[src/rtl/ifp_pkg.sv]
package ifp_pkg;
    localparam int unsigned OP_W      = 64;
    localparam int unsigned DP_SIG_W  = 53;
    localparam int unsigned SP_SIG_W  = 24;
    localparam int unsigned DP_EXP_W  = 11;
    localparam int unsigned DP_FRAC_W = DP_SIG_W - 1;
    localparam int unsigned SP_FRAC_W = SP_SIG_W - 1;
    localparam int unsigned DP_BIAS   = 1023;
    localparam int unsigned CLS_W     = 5;

    typedef enum logic [1:0] {
        RM_NEAR_EVEN = 2'b00,
        RM_TO_ZERO   = 2'b01,
        RM_TO_POS    = 2'b10,
        RM_TO_NEG    = 2'b11
    } rmode_e;

    typedef enum logic [CLS_W-1:0] {
        CLS_POS_ZERO = 5'b00010,
        CLS_POS_NORM = 5'b00100,
        CLS_NEG_NORM = 5'b01000,
        CLS_NEG_ZERO = 5'b10010
    } fclass_e;

    typedef struct packed {
        logic                 valid;
        logic [OP_W-1:0]      result;
        logic [CLS_W-1:0]     cls;
        logic                 rounded_up;
        logic                 inexact;
    } conv_state_s;
endpackage

[src/rtl/ifp_lzc.sv]
module ifp_lzc #(
    parameter int unsigned W  = 64,
    parameter int unsigned CW = $clog2(W)
) (
    input  logic [W-1:0]  vec,
    output logic [CW-1:0] count
);
    logic found;

    always_comb begin
        count = '0;
        found = 1'b0;
        for (int i = W - 1; i >= 0; i--) begin
            if (!found && vec[i]) begin
                count = CW'(W - 1 - i);
                found = 1'b1;
            end
        end
    end
endmodule

[src/rtl/ifp_round.sv]
module ifp_round
    import ifp_pkg::*;
#(
    parameter int unsigned W     = 64,
    parameter int unsigned SIG_W = 53
) (
    input  logic [W-2:0]       norm_tail,
    input  logic               sign,
    input  rmode_e             rmode,
    output logic [SIG_W-2:0]   frac,
    output logic               carry,
    output logic               inc,
    output logic               inexact
);
    localparam int unsigned TAIL_W = W - SIG_W;

    logic [SIG_W-2:0] trunc_frac;
    logic             guard_b;
    logic             round_b;
    logic             sticky_b;

    assign trunc_frac = norm_tail[W-2 -: SIG_W-1];
    assign guard_b    = norm_tail[TAIL_W-1];
    assign round_b    = norm_tail[TAIL_W-2];
    assign sticky_b   = |norm_tail[TAIL_W-3:0];
    assign inexact    = guard_b | round_b | sticky_b;

    always_comb begin
        case (rmode)
            RM_NEAR_EVEN: inc = guard_b & (round_b | sticky_b | trunc_frac[0]);
            RM_TO_ZERO:   inc = 1'b0;
            RM_TO_POS:    inc = ~sign & inexact;
            RM_TO_NEG:    inc = sign & inexact;
            default:      inc = 1'b0;
        endcase
        {carry, frac} = {1'b0, trunc_frac} + SIG_W'(inc);
    end


    always_comb begin
        inc_needs_inexact_chk: assert (!inc || inexact);
    end
endmodule

[src/rtl/ifp_pack.sv]
module ifp_pack
    import ifp_pkg::*;
#(
    parameter int unsigned LZ_W = $clog2(OP_W)
) (
    input  logic                 sign,
    input  logic                 nonzero,
    input  logic [LZ_W-1:0]      lz,
    input  logic                 single,
    input  logic [DP_FRAC_W-1:0] dp_frac,
    input  logic                 dp_carry,
    input  logic                 dp_inc,
    input  logic                 dp_inexact,
    input  logic [SP_FRAC_W-1:0] sp_frac,
    input  logic                 sp_carry,
    input  logic                 sp_inc,
    input  logic                 sp_inexact,
    output logic [OP_W-1:0]      result,
    output logic [CLS_W-1:0]     cls,
    output logic                 rounded_up,
    output logic                 inexact
);
    localparam int unsigned EXP_TOP = DP_BIAS + OP_W - 1;
    localparam int unsigned PAD_W   = DP_FRAC_W - SP_FRAC_W;

    logic [DP_EXP_W-1:0]  exp_b;
    logic [DP_FRAC_W-1:0] frac_sel;
    logic                 carry_sel;

    always_comb begin
        carry_sel = single ? sp_carry : dp_carry;
        frac_sel  = single ? {sp_frac, {PAD_W{1'b0}}} : dp_frac;
        exp_b     = DP_EXP_W'(EXP_TOP) - DP_EXP_W'(lz) + DP_EXP_W'(carry_sel);
        if (nonzero) begin
            result     = {sign, exp_b, frac_sel};
            cls        = sign ? CLS_NEG_NORM : CLS_POS_NORM;
            rounded_up = single ? sp_inc : dp_inc;
            inexact    = single ? sp_inexact : dp_inexact;
        end else begin
            result     = '0;
            cls        = CLS_POS_ZERO;
            rounded_up = 1'b0;
            inexact    = 1'b0;
        end
    end
endmodule

[src/rtl/ifp_convert.sv]
module ifp_convert
    import ifp_pkg::*;
(
    input  logic                clk,
    input  logic                rst_n,
    input  logic                in_valid,
    input  logic [OP_W-1:0]     in_operand,
    input  logic                in_signed,
    input  logic [1:0]          in_rmode,
    input  logic                in_single,
    output logic                out_valid,
    output logic [OP_W-1:0]     out_result,
    output logic [CLS_W-1:0]    out_class,
    output logic                out_rounded_up,
    output logic                out_inexact,
    output logic                exc_inexact_req,
    output logic                exc_summary_req
);
    localparam int unsigned LZ_W    = $clog2(OP_W);
    localparam int unsigned SP_ZERO = DP_FRAC_W - SP_FRAC_W;

    conv_state_s state_d, state_q;

    logic                 op_neg;
    logic [OP_W-1:0]      mag;
    logic [LZ_W-1:0]      lz;
    logic [OP_W-1:0]      norm;
    rmode_e               rmode;
    logic [DP_FRAC_W-1:0] dp_frac;
    logic                 dp_carry, dp_inc, dp_inexact;
    logic [SP_FRAC_W-1:0] sp_frac;
    logic                 sp_carry, sp_inc, sp_inexact;
    logic [OP_W-1:0]      pk_result;
    logic [CLS_W-1:0]     pk_cls;
    logic                 pk_up, pk_inexact;

    assign op_neg = in_signed & in_operand[OP_W-1];
    assign mag    = op_neg ? (~in_operand + OP_W'(1)) : in_operand;
    assign rmode  = rmode_e'(in_rmode);
    assign norm   = mag << lz;

    ifp_lzc #(.W(OP_W), .CW(LZ_W)) u_lzc (
        .vec   (mag),
        .count (lz)
    );

    ifp_round #(.W(OP_W), .SIG_W(DP_SIG_W)) u_round_dp (
        .norm_tail (norm[OP_W-2:0]),
        .sign      (op_neg),
        .rmode     (rmode),
        .frac      (dp_frac),
        .carry     (dp_carry),
        .inc       (dp_inc),
        .inexact   (dp_inexact)
    );

    ifp_round #(.W(OP_W), .SIG_W(SP_SIG_W)) u_round_sp (
        .norm_tail (norm[OP_W-2:0]),
        .sign      (op_neg),
        .rmode     (rmode),
        .frac      (sp_frac),
        .carry     (sp_carry),
        .inc       (sp_inc),
        .inexact   (sp_inexact)
    );

    ifp_pack #(.LZ_W(LZ_W)) u_pack (
        .sign       (op_neg),
        .nonzero    (norm[OP_W-1]),
        .lz         (lz),
        .single     (in_single),
        .dp_frac    (dp_frac),
        .dp_carry   (dp_carry),
        .dp_inc     (dp_inc),
        .dp_inexact (dp_inexact),
        .sp_frac    (sp_frac),
        .sp_carry   (sp_carry),
        .sp_inc     (sp_inc),
        .sp_inexact (sp_inexact),
        .result     (pk_result),
        .cls        (pk_cls),
        .rounded_up (pk_up),
        .inexact    (pk_inexact)
    );

    always_comb begin
        state_d       = state_q;
        state_d.valid = in_valid;
        if (in_valid) begin
            state_d.result     = pk_result;
            state_d.cls        = pk_cls;
            state_d.rounded_up = pk_up;
            state_d.inexact    = pk_inexact;
        end
    end

    always_ff @(posedge clk or negedge rst_n) begin
        if (!rst_n) begin
            state_q <= '0;
        end else begin
            state_q <= state_d;
        end
    end

    assign out_valid       = state_q.valid;
    assign out_result      = state_q.result;
    assign out_class       = state_q.cls;
    assign out_rounded_up  = state_q.rounded_up;
    assign out_inexact     = state_q.inexact;
    assign exc_inexact_req = state_q.valid & state_q.inexact;
    assign exc_summary_req = state_q.valid & state_q.inexact;


    valid_follow_chk: assert property (@(posedge clk) disable iff (!rst_n)
        in_valid |=> out_valid);

    valid_idle_chk: assert property (@(posedge clk) disable iff (!rst_n)
        !in_valid |=> !out_valid);

    unsigned_pos_chk: assert property (@(posedge clk) disable iff (!rst_n)
        (in_valid && !in_signed) |=> !out_result[OP_W-1]);

    single_widen_chk: assert property (@(posedge clk) disable iff (!rst_n)
        (in_valid && in_single) |=> (out_result[SP_ZERO-1:0] == '0));

    up_implies_inexact_chk: assert property (@(posedge clk) disable iff (!rst_n)
        (out_valid && out_rounded_up) |-> out_inexact);

    exc_gate_chk: assert property (@(posedge clk) disable iff (!rst_n)
        !out_valid |-> !(exc_inexact_req || exc_summary_req));

    neg_class_chk: assert property (@(posedge clk) disable iff (!rst_n)
        (out_valid && out_result[OP_W-1]) |-> (out_class == CLS_NEG_NORM));

    zero_result_chk: assert property (@(posedge clk) disable iff (!rst_n)
        (out_valid && out_class == CLS_POS_ZERO) |->
        (out_result == '0 && !out_inexact && !out_rounded_up));
endmodule

[config.mk]
export PLATFORM = sky130hd
export DESIGN_NAME = ifp_convert
export DESIGN_NICKNAME = d
export VERILOG_FILES = /design/src/rtl/ifp_pkg.sv /design/src/rtl/ifp_lzc.sv /design/src/rtl/ifp_round.sv /design/src/rtl/ifp_pack.sv /design/src/rtl/ifp_convert.sv
export SDC_FILE = /design/constraint.sdc
export NUM_CORES = 1
export LEC_CHECK = 0
export BUFFER_PORTS_ARGS = -buffer_cell sky130_fd_sc_hd__buf_2
export CELL_PAD_IN_SITES_DETAIL_PLACEMENT = 1
export CELL_PAD_IN_SITES_GLOBAL_PLACEMENT = 1
export CORE_ASPECT_RATIO = 1.75
export CORE_MARGIN = 2
export CORE_UTILIZATION = 35
export DETAILED_ROUTE_END_ITERATION = 8
export PLACE_DENSITY_LB_ADDON = 0.1
export SLEW_MARGIN = 20
export SYNTH_ARGS = -nofsm -noshare
export SYNTH_HDL_FRONTEND = slang
export SYNTH_HIERARCHICAL = 1
export SYNTH_SLANG_ARGS = --single-unit
export TNS_END_PERCENT = 5
[constraint.sdc]
create_clock -name clk -period 1 [get_ports clk]
set_input_delay 0.1 -clock clk [delete_from_list [all_inputs] [get_ports clk]]
set_output_delay 0.1 -clock clk [all_outputs]
set_load 0.02 [all_outputs]
# Word-level counts from Yosys, hierarchy flattened
# Cells that the tools add are included.
dict set report totals {
  ff_bits 72
  inputBits 71
  output_inout_bits 74
}
dict set report classes {
  add_sub_neg 5
  eq_ne 3
  shift 1
  mux 138
  bitwise_logic 18
  reduce_logical 129
}
# op n
set op_table {}
lappend op_table {{two-way mux 6 bit} 32}
lappend op_table {{two-way mux 64 bit} 2}
lappend op_table {{two-way mux 5 bit} 17}
lappend op_table {{two-way mux 1 bit} 69}
lappend op_table {{adder 64 x 1 -> 64 bit, second input constant} 1}
lappend op_table {{NOT 64 bit} 1}
lappend op_table {{left shift 64 x 6 -> 64 bit} 1}
lappend op_table {{logical AND 1 bit} 63}
lappend op_table {{logical NOT 1 bit} 63}
lappend op_table {{adder 52 x 1 -> 53 bit} 1}
lappend op_table {{two-way mux 52 bit} 1}
lappend op_table {{OR reduction 38 bit} 1}
lappend op_table {{two-way mux 4 bit} 9}
lappend op_table {{adder 23 x 1 -> 24 bit} 1}
lappend op_table {{two-way mux 3 bit} 4}
lappend op_table {{adder 11 x 1 -> 11 bit} 1}
lappend op_table {{subtractor 11 x 6 -> 11 bit, first input constant} 1}
lappend op_table {{OR reduction 9 bit} 1}
lappend op_table {{bitwise AND 1 bit} 8}
lappend op_table {{bitwise OR 1 bit} 8}
lappend op_table {{one-hot mux 1 bit (4 select lines)} 2}
lappend op_table {{equality test 2 bit, second input constant} 2}
lappend op_table {{two-way mux 2 bit} 2}
lappend op_table {{equality test 2 x 1 -> 1 bit, second input constant} 1}
lappend op_table {{2 further kinds} 2}

# Logic depth before layout (Yosys ltp)
dict set report logic_depth {
  depth_word 203
  mapped_depth 45
  ltp_nobuf 39
}

# Cells and area by module
# The synthesis kept the hierarchy.
# mod n_inst cells_per_inst area_each_um2 seq_area_each_um2
set by_module_without_submodules {}
lappend by_module_without_submodules {ifp_convert 1 1264 10422.5 1801.7}
lappend by_module_without_submodules {{ifp_round at u_round_dp} 1 188 1418.9 0.0}
lappend by_module_without_submodules {ifp_lzc 1 167 940.9 0.0}
lappend by_module_without_submodules {ifp_pack 1 121 800.8 0.0}
lappend by_module_without_submodules {{ifp_round at u_round_sp} 1 83 593.1 0.0}

# Least setup slack after synthesis
# No wires, ideal clock.
dict set report synth_path {
  kind {input-to-reg}
  start {in in_operand[15]}
  end {reg state_q (netlist bit out_result[56])}
  setup_ps 125
  arrival_time_ps 8803
  slack_ps -7927
  stages 38
  cell_sequence {buf_4 or4_4 or4_4 nor3_2 a21oi_1 xnor2_2 inv_1 or4_1 or3_4 or4_1 a21oi_1 a2111oi_0 a21oi_1 buf_2 buf_1 buf_1 clkbuf_1 mux2i_1 [2 not listed] nor2_1 a211oi_1 nor4_1 nand4_1 nor4_1 a211oi_1 ha_1 nand2_1 nor2_1 nand2_1 nor3_1 mux2i_1 ha_1 ha_1 nand3_1 xnor2_1 nor2_1 mux2_2}
}
# element line_no
set synth_lines {}
lappend synth_lines {{start, declared} ifp_convert.sv:7} ;# input logic [OP_W-1:0] in_operand,
lappend synth_lines {{NOT 64 bit (*)} ifp_convert.sv:38} ;# assign mag = op_neg ? (~in_operand + OP_W'(1)) : in_operand;
lappend synth_lines {{adder 64 x 1 -> 64 bit (*)} ifp_convert.sv:38}
lappend synth_lines {{two-way mux 64 bit (*)} ifp_convert.sv:38}
lappend synth_lines {{net mag[55]} ifp_convert.sv:25} ;# logic [OP_W-1:0] mag;
lappend synth_lines {{logical AND 1 bit (*)} ifp_lzc.sv:14} ;# if (!found && vec[i]) begin
lappend synth_lines {{two-way mux 1 bit} ifp_lzc.sv:14}
lappend synth_lines {{logical NOT 1 bit} ifp_lzc.sv:14}
lappend synth_lines {{logical AND 1 bit} ifp_lzc.sv:14}
lappend synth_lines {{[163 not listed]} --}
lappend synth_lines {{net lz[0]} ifp_convert.sv:26} ;# logic [LZ_W-1:0] lz;
lappend synth_lines {{[1 not listed]} --}
lappend synth_lines {{net norm[25]} ifp_convert.sv:27} ;# logic [OP_W-1:0] norm;
lappend synth_lines {{[4 not listed]} --}
lappend synth_lines {{one-hot mux 1 bit (4 select lines) (*)} ifp_round.sv:29} ;# case (rmode)
lappend synth_lines {{net sp_inc} ifp_convert.sv:32} ;# logic sp_carry, sp_inc, sp_inexact;
lappend synth_lines {{adder 23 x 1 -> 24 bit (*)} ifp_round.sv:36} ;# {carry, frac} = {1'b0, trunc_frac} + SIG_W'(inc);
lappend synth_lines {{net sp_carry} ifp_convert.sv:32}
lappend synth_lines {{two-way mux 1 bit (*)} ifp_pack.sv:31} ;# carry_sel = single ? sp_carry : dp_carry;
lappend synth_lines {{adder 11 x 1 -> 11 bit (*)} ifp_pack.sv:33} ;# exp_b = DP_EXP_W'(EXP_TOP) - DP_EXP_W'(lz) + DP_EXP_W'(carry_sel);
lappend synth_lines {{two-way mux 64 bit (*)} ifp_pack.sv:34} ;# if (nonzero) begin
lappend synth_lines {{net pk_result[56]} ifp_convert.sv:33} ;# logic [OP_W-1:0] pk_result;
lappend synth_lines {{end signal, assigned} ifp_convert.sv:101} ;# state_q <= state_d;
lappend synth_lines {{end, declared} ifp_convert.sv:22} ;# conv_state_s state_d, state_q;
# Mark *: on every way through the listed nets, which the timed path passes. The rest lies on a longest branch.
# A chain may end at the register's enable or synchronous reset.

# Worst setup path after layout
dict set report layout_path {
  start {in in_operand[17]}
  end {reg state_q (netlist bit out_result[56])}
}
# element line_no
set layout_lines {}
lappend layout_lines {{NOT 64 bit (*)} ifp_convert.sv:38}
lappend layout_lines {{adder 64 x 1 -> 64 bit (*)} ifp_convert.sv:38}
lappend layout_lines {{two-way mux 64 bit (*)} ifp_convert.sv:38}
lappend layout_lines {{net mag[59]} ifp_convert.sv:25}
lappend layout_lines {{logical AND 1 bit (*)} ifp_lzc.sv:14}
lappend layout_lines {{two-way mux 1 bit} ifp_lzc.sv:14}
lappend layout_lines {{logical NOT 1 bit} ifp_lzc.sv:14}
lappend layout_lines {{logical AND 1 bit} ifp_lzc.sv:14}
lappend layout_lines {{[175 not listed]} --}
lappend layout_lines {{net lz[0]} ifp_convert.sv:26}
lappend layout_lines {{left shift 64 x 6 -> 64 bit (*)} ifp_convert.sv:40} ;# assign norm = mag << lz;
lappend layout_lines {{net norm[38]} ifp_convert.sv:27}
lappend layout_lines {{adder 52 x 1 -> 53 bit (*)} ifp_round.sv:36}
lappend layout_lines {{net dp_carry} ifp_convert.sv:30} ;# logic dp_carry, dp_inc, dp_inexact;
lappend layout_lines {{two-way mux 1 bit (*)} ifp_pack.sv:31}
lappend layout_lines {{adder 11 x 1 -> 11 bit (*)} ifp_pack.sv:33}
lappend layout_lines {{two-way mux 64 bit (*)} ifp_pack.sv:34}
lappend layout_lines {{net pk_result[56]} ifp_convert.sv:33}
# Marked as above.

==> summary.md <==
| Metric | Value |
|---|---|
| Clk sink count | 72 |
| Result of the run | finished, violations left |
| Most frequent cells in the layout | buf_4, nor2_1, nand2_1, buf_2, mux2_2 |
| Setup violators final | 99 |
| Die X | 156 um |
| Critical Path Source Type | primary input |
| Final worst slack | -7800 ps |
| Initial core utilization | 0.354 |
| Ports | between 100 and 150 |
| TNS Setup | -490,660 ps |
| Clock root buffer | clkbuf_16 |
| Violated checks | setup timing |
| Syn Inst Count | 1,823 |
| Initial drt markers | 1,110 |
| Post-Place Setup Slack | -8630 ps |
| CTS tree | built |
| Slowest stage cell, crit path | nor2_1 |
| Final Power | between 30 and 40 mW |
| Vias in the first global route | 21.9k |
| Crit path required time | between 1000 and 1500 ps |
| Crit-path max FO | 8 |
| Total number of vias | 20.8k |
| Htree depth | 3 |
| Synthesized area | 0.0142 sq mm |
| Clock Latency Late Sink | around 360 ps |
| Layout area overhead | 70.8% |
| Wire length per cell | slightly below 30 um |
| GPL Wtd Cong | 1.08 |
| Critical path arrival | 9050 ps |
| Number of synthesized flops with an enable pin | 0 |
| Fin crit period | 8800 ps |
| GRT Util Overall | 0.438 |
| Tightest Pin Transition | approximately 960 ps |
| DR vias/cell | between 6 and 7 |
| Syn_area_per_cell | 7.78 sq um |
| Placeable Area | 0.0401 sq mm |
| Final worst path period share | 8.80 |
| Clk slew on worst S/H paths | roughly 70 ps |
| Layout net count | ~2.9k |
| Die height | about 270 um |
| Primary FF master, synth | dfrtp_1 |
| Die footprint | ~0.042 sq mm |
| First-pass GRT wire length | ~140,000 um |
| TritonCTS Buffers | 9 |
| Maximum VDD drop | 0.942 mV |
| Total gr overflow | 0 |
| # DRC | 0 |
| Largest net degree at the start of global routing | 52 |
| Cell Rows | 97 |
| Unrepaired setup endpoints after global routing | yes |
| Input/output buffers | 144 |
| Antenna viol nets, final | 0 |
| Fmax | 114 MHz |
| Slew HR | 0.357 |
| Routed WL | a little under 100,000 um |
| Layout cells sized above 1 | 0.547 |
| Synth Warn # | 6 |
| Crit. End Element | flop |
| Seq cells post-synth | 72 |
| Worst hold slack | 160 ps |
| Post-DP HPWL | 73,500 um |
| Max Slew Vio Count | 0 |
| Post-synthesis sequential area ratio | 0.127 |
| CTS Buffer Depth | 2 |
| Netlist cell types | 109 |
| Asr flop ratio synth | 1.00 |
| Crit path kind | primary input to flop |
| Initial antenna violation count | 12 |
| Hold Vio Cnt, Final | 0 |
| Worst Hold Class | primary input to async pin |
| Most common cell after layout, fill and taps aside | buf_4 |
| Slowest stage delay, CP | 630 ps |
| Post-route core utilization | 0.605 |
| PwrDens | 1310 mW/mm^2 |
| Skew final | 0 ps |
| P_leak | 11.1 nW |
| Max Cap Violations | 0 |
| First-pass detailed-route iteration total | 5 |
what timing repair did:
action | in CTS | in global routing
hold endpoints to repair | 72 | 0
gates resized for setup | 173 | 183
setup buffers | 63 | 35
endpoints found under the setup margin | 113 | 143
gates cloned | 1 | 1
pin swaps | 77 | 82
hold buffers | 1 | 0
area by class of cell:
class / count / area, sq um
clock buffers: 9 / 225
repair buffers: 1069 / 8250
flip-flops and latches: 72 / 1800
well taps: 495 / 619
clock inverters: 7 / 72.6
fillers: 4838 / 15800
diodes: 7 / 17.5
multi-input cells: 1542 / 12900
inverters: 80 / 310
critical path: cells and delay by family:
family / cells / cell delay [ps]
AOI/OAI and AO/OA: 8 / 1700
xor gates and xnor gates: 2 / 290
adders and majority gates: 2 / 380
buffers and inverters: 12 / 1450
muxes: 3 / 800
and+or+nand+nor: 13 / 4300
layer usage:
metal,vias to the layer above,GRT usage,part of all wire
li1,8860,-,-
met1,10200,0.366,0.30
met2,1032,0.780,0.50
met3,628,0.116,0.059
met4,8,0.479,0.14
met5,-,0,0.00077
synth_stat cells (23+ instances only):
master    number  area, sq um
a21oi_1       52          260
nand4_1       49          307
o21ai_0       46          230
xnor2_1       62          543
nor4_1        60          375
nand3_1       69          345
and2_1        43          269
buf_2         30          150
clkbuf_1      63          236
a211oi_1      25          188
dfrtp_1       72         1800
mux2_2       107         1200
xor2_1        57          499
nor2_1       200          751
a31oi_1       28          175
mux4_2        32          721
nand2_1      131          492
inv_1         75          282
and4_1        23          201
mux2i_1       84          841
nor3_1        71          355
through the flow:
step | area [sq um] | cells
2_1_floorplan | 14500 | 1824
3_3_place_gp | 21600 | 3169
3_5_place_dp | 21600 | 3169
4_1_cts | 23200 | 3247
5_1_grt | 24200 | 3275
6_report | 24200 | 3281
sequential cells by signal (all words and copies together), names as in the netlist:
signal          flops
out_rounded_up      1
out_valid           1
out_inexact         1
out_result         64
out_class           5
power by group:
group / switching [mW] / internal, mW / total [mW]
Sequential: 0.445 / 3.63 / 4.07
Combinational: 13.4 / 10.8 / 24.2
Clock: 1.43 / 1.93 / 3.36
Total: 15.2 / 16.4 / 31.6
worst paths after layout:
| path | startpoint | to | slack (ps) | cells past startpoint |
|---|---|---|---|---|
| max in group asynchronous | rst_n | out_result[53] | 360 | 3 |
| min in group clk | in_valid | out_valid | 170 | 2 |
| worst max-delay path | in_operand[17] | out_result[56] | -7800 | 40 |
| worst max register to register | out_result[22] | out_result[22] | 180 | 1 |
| worst min-delay path | rst_n | out_result[15] | 160 | 2 |
| worst min register to register | out_result[27] | out_result[27] | 500 | 1 |
cells by family after synthesis:
family | count (synthesis) | share of synthesized area
adder cells (fa/ha/maj) | 7 | 0.00618
AO/OA/AOI/OAI | 367 | 0.190
flip-flops | 72 | 0.127
other | 1 | 0.000265
AND/OR/NAND/NOR | 817 | 0.333
multiplexers | 226 | 0.200
buffers and inverters | 210 | 0.0652
XOR/XNOR | 123 | 0.0781
(Power assumes the default switching activity.)
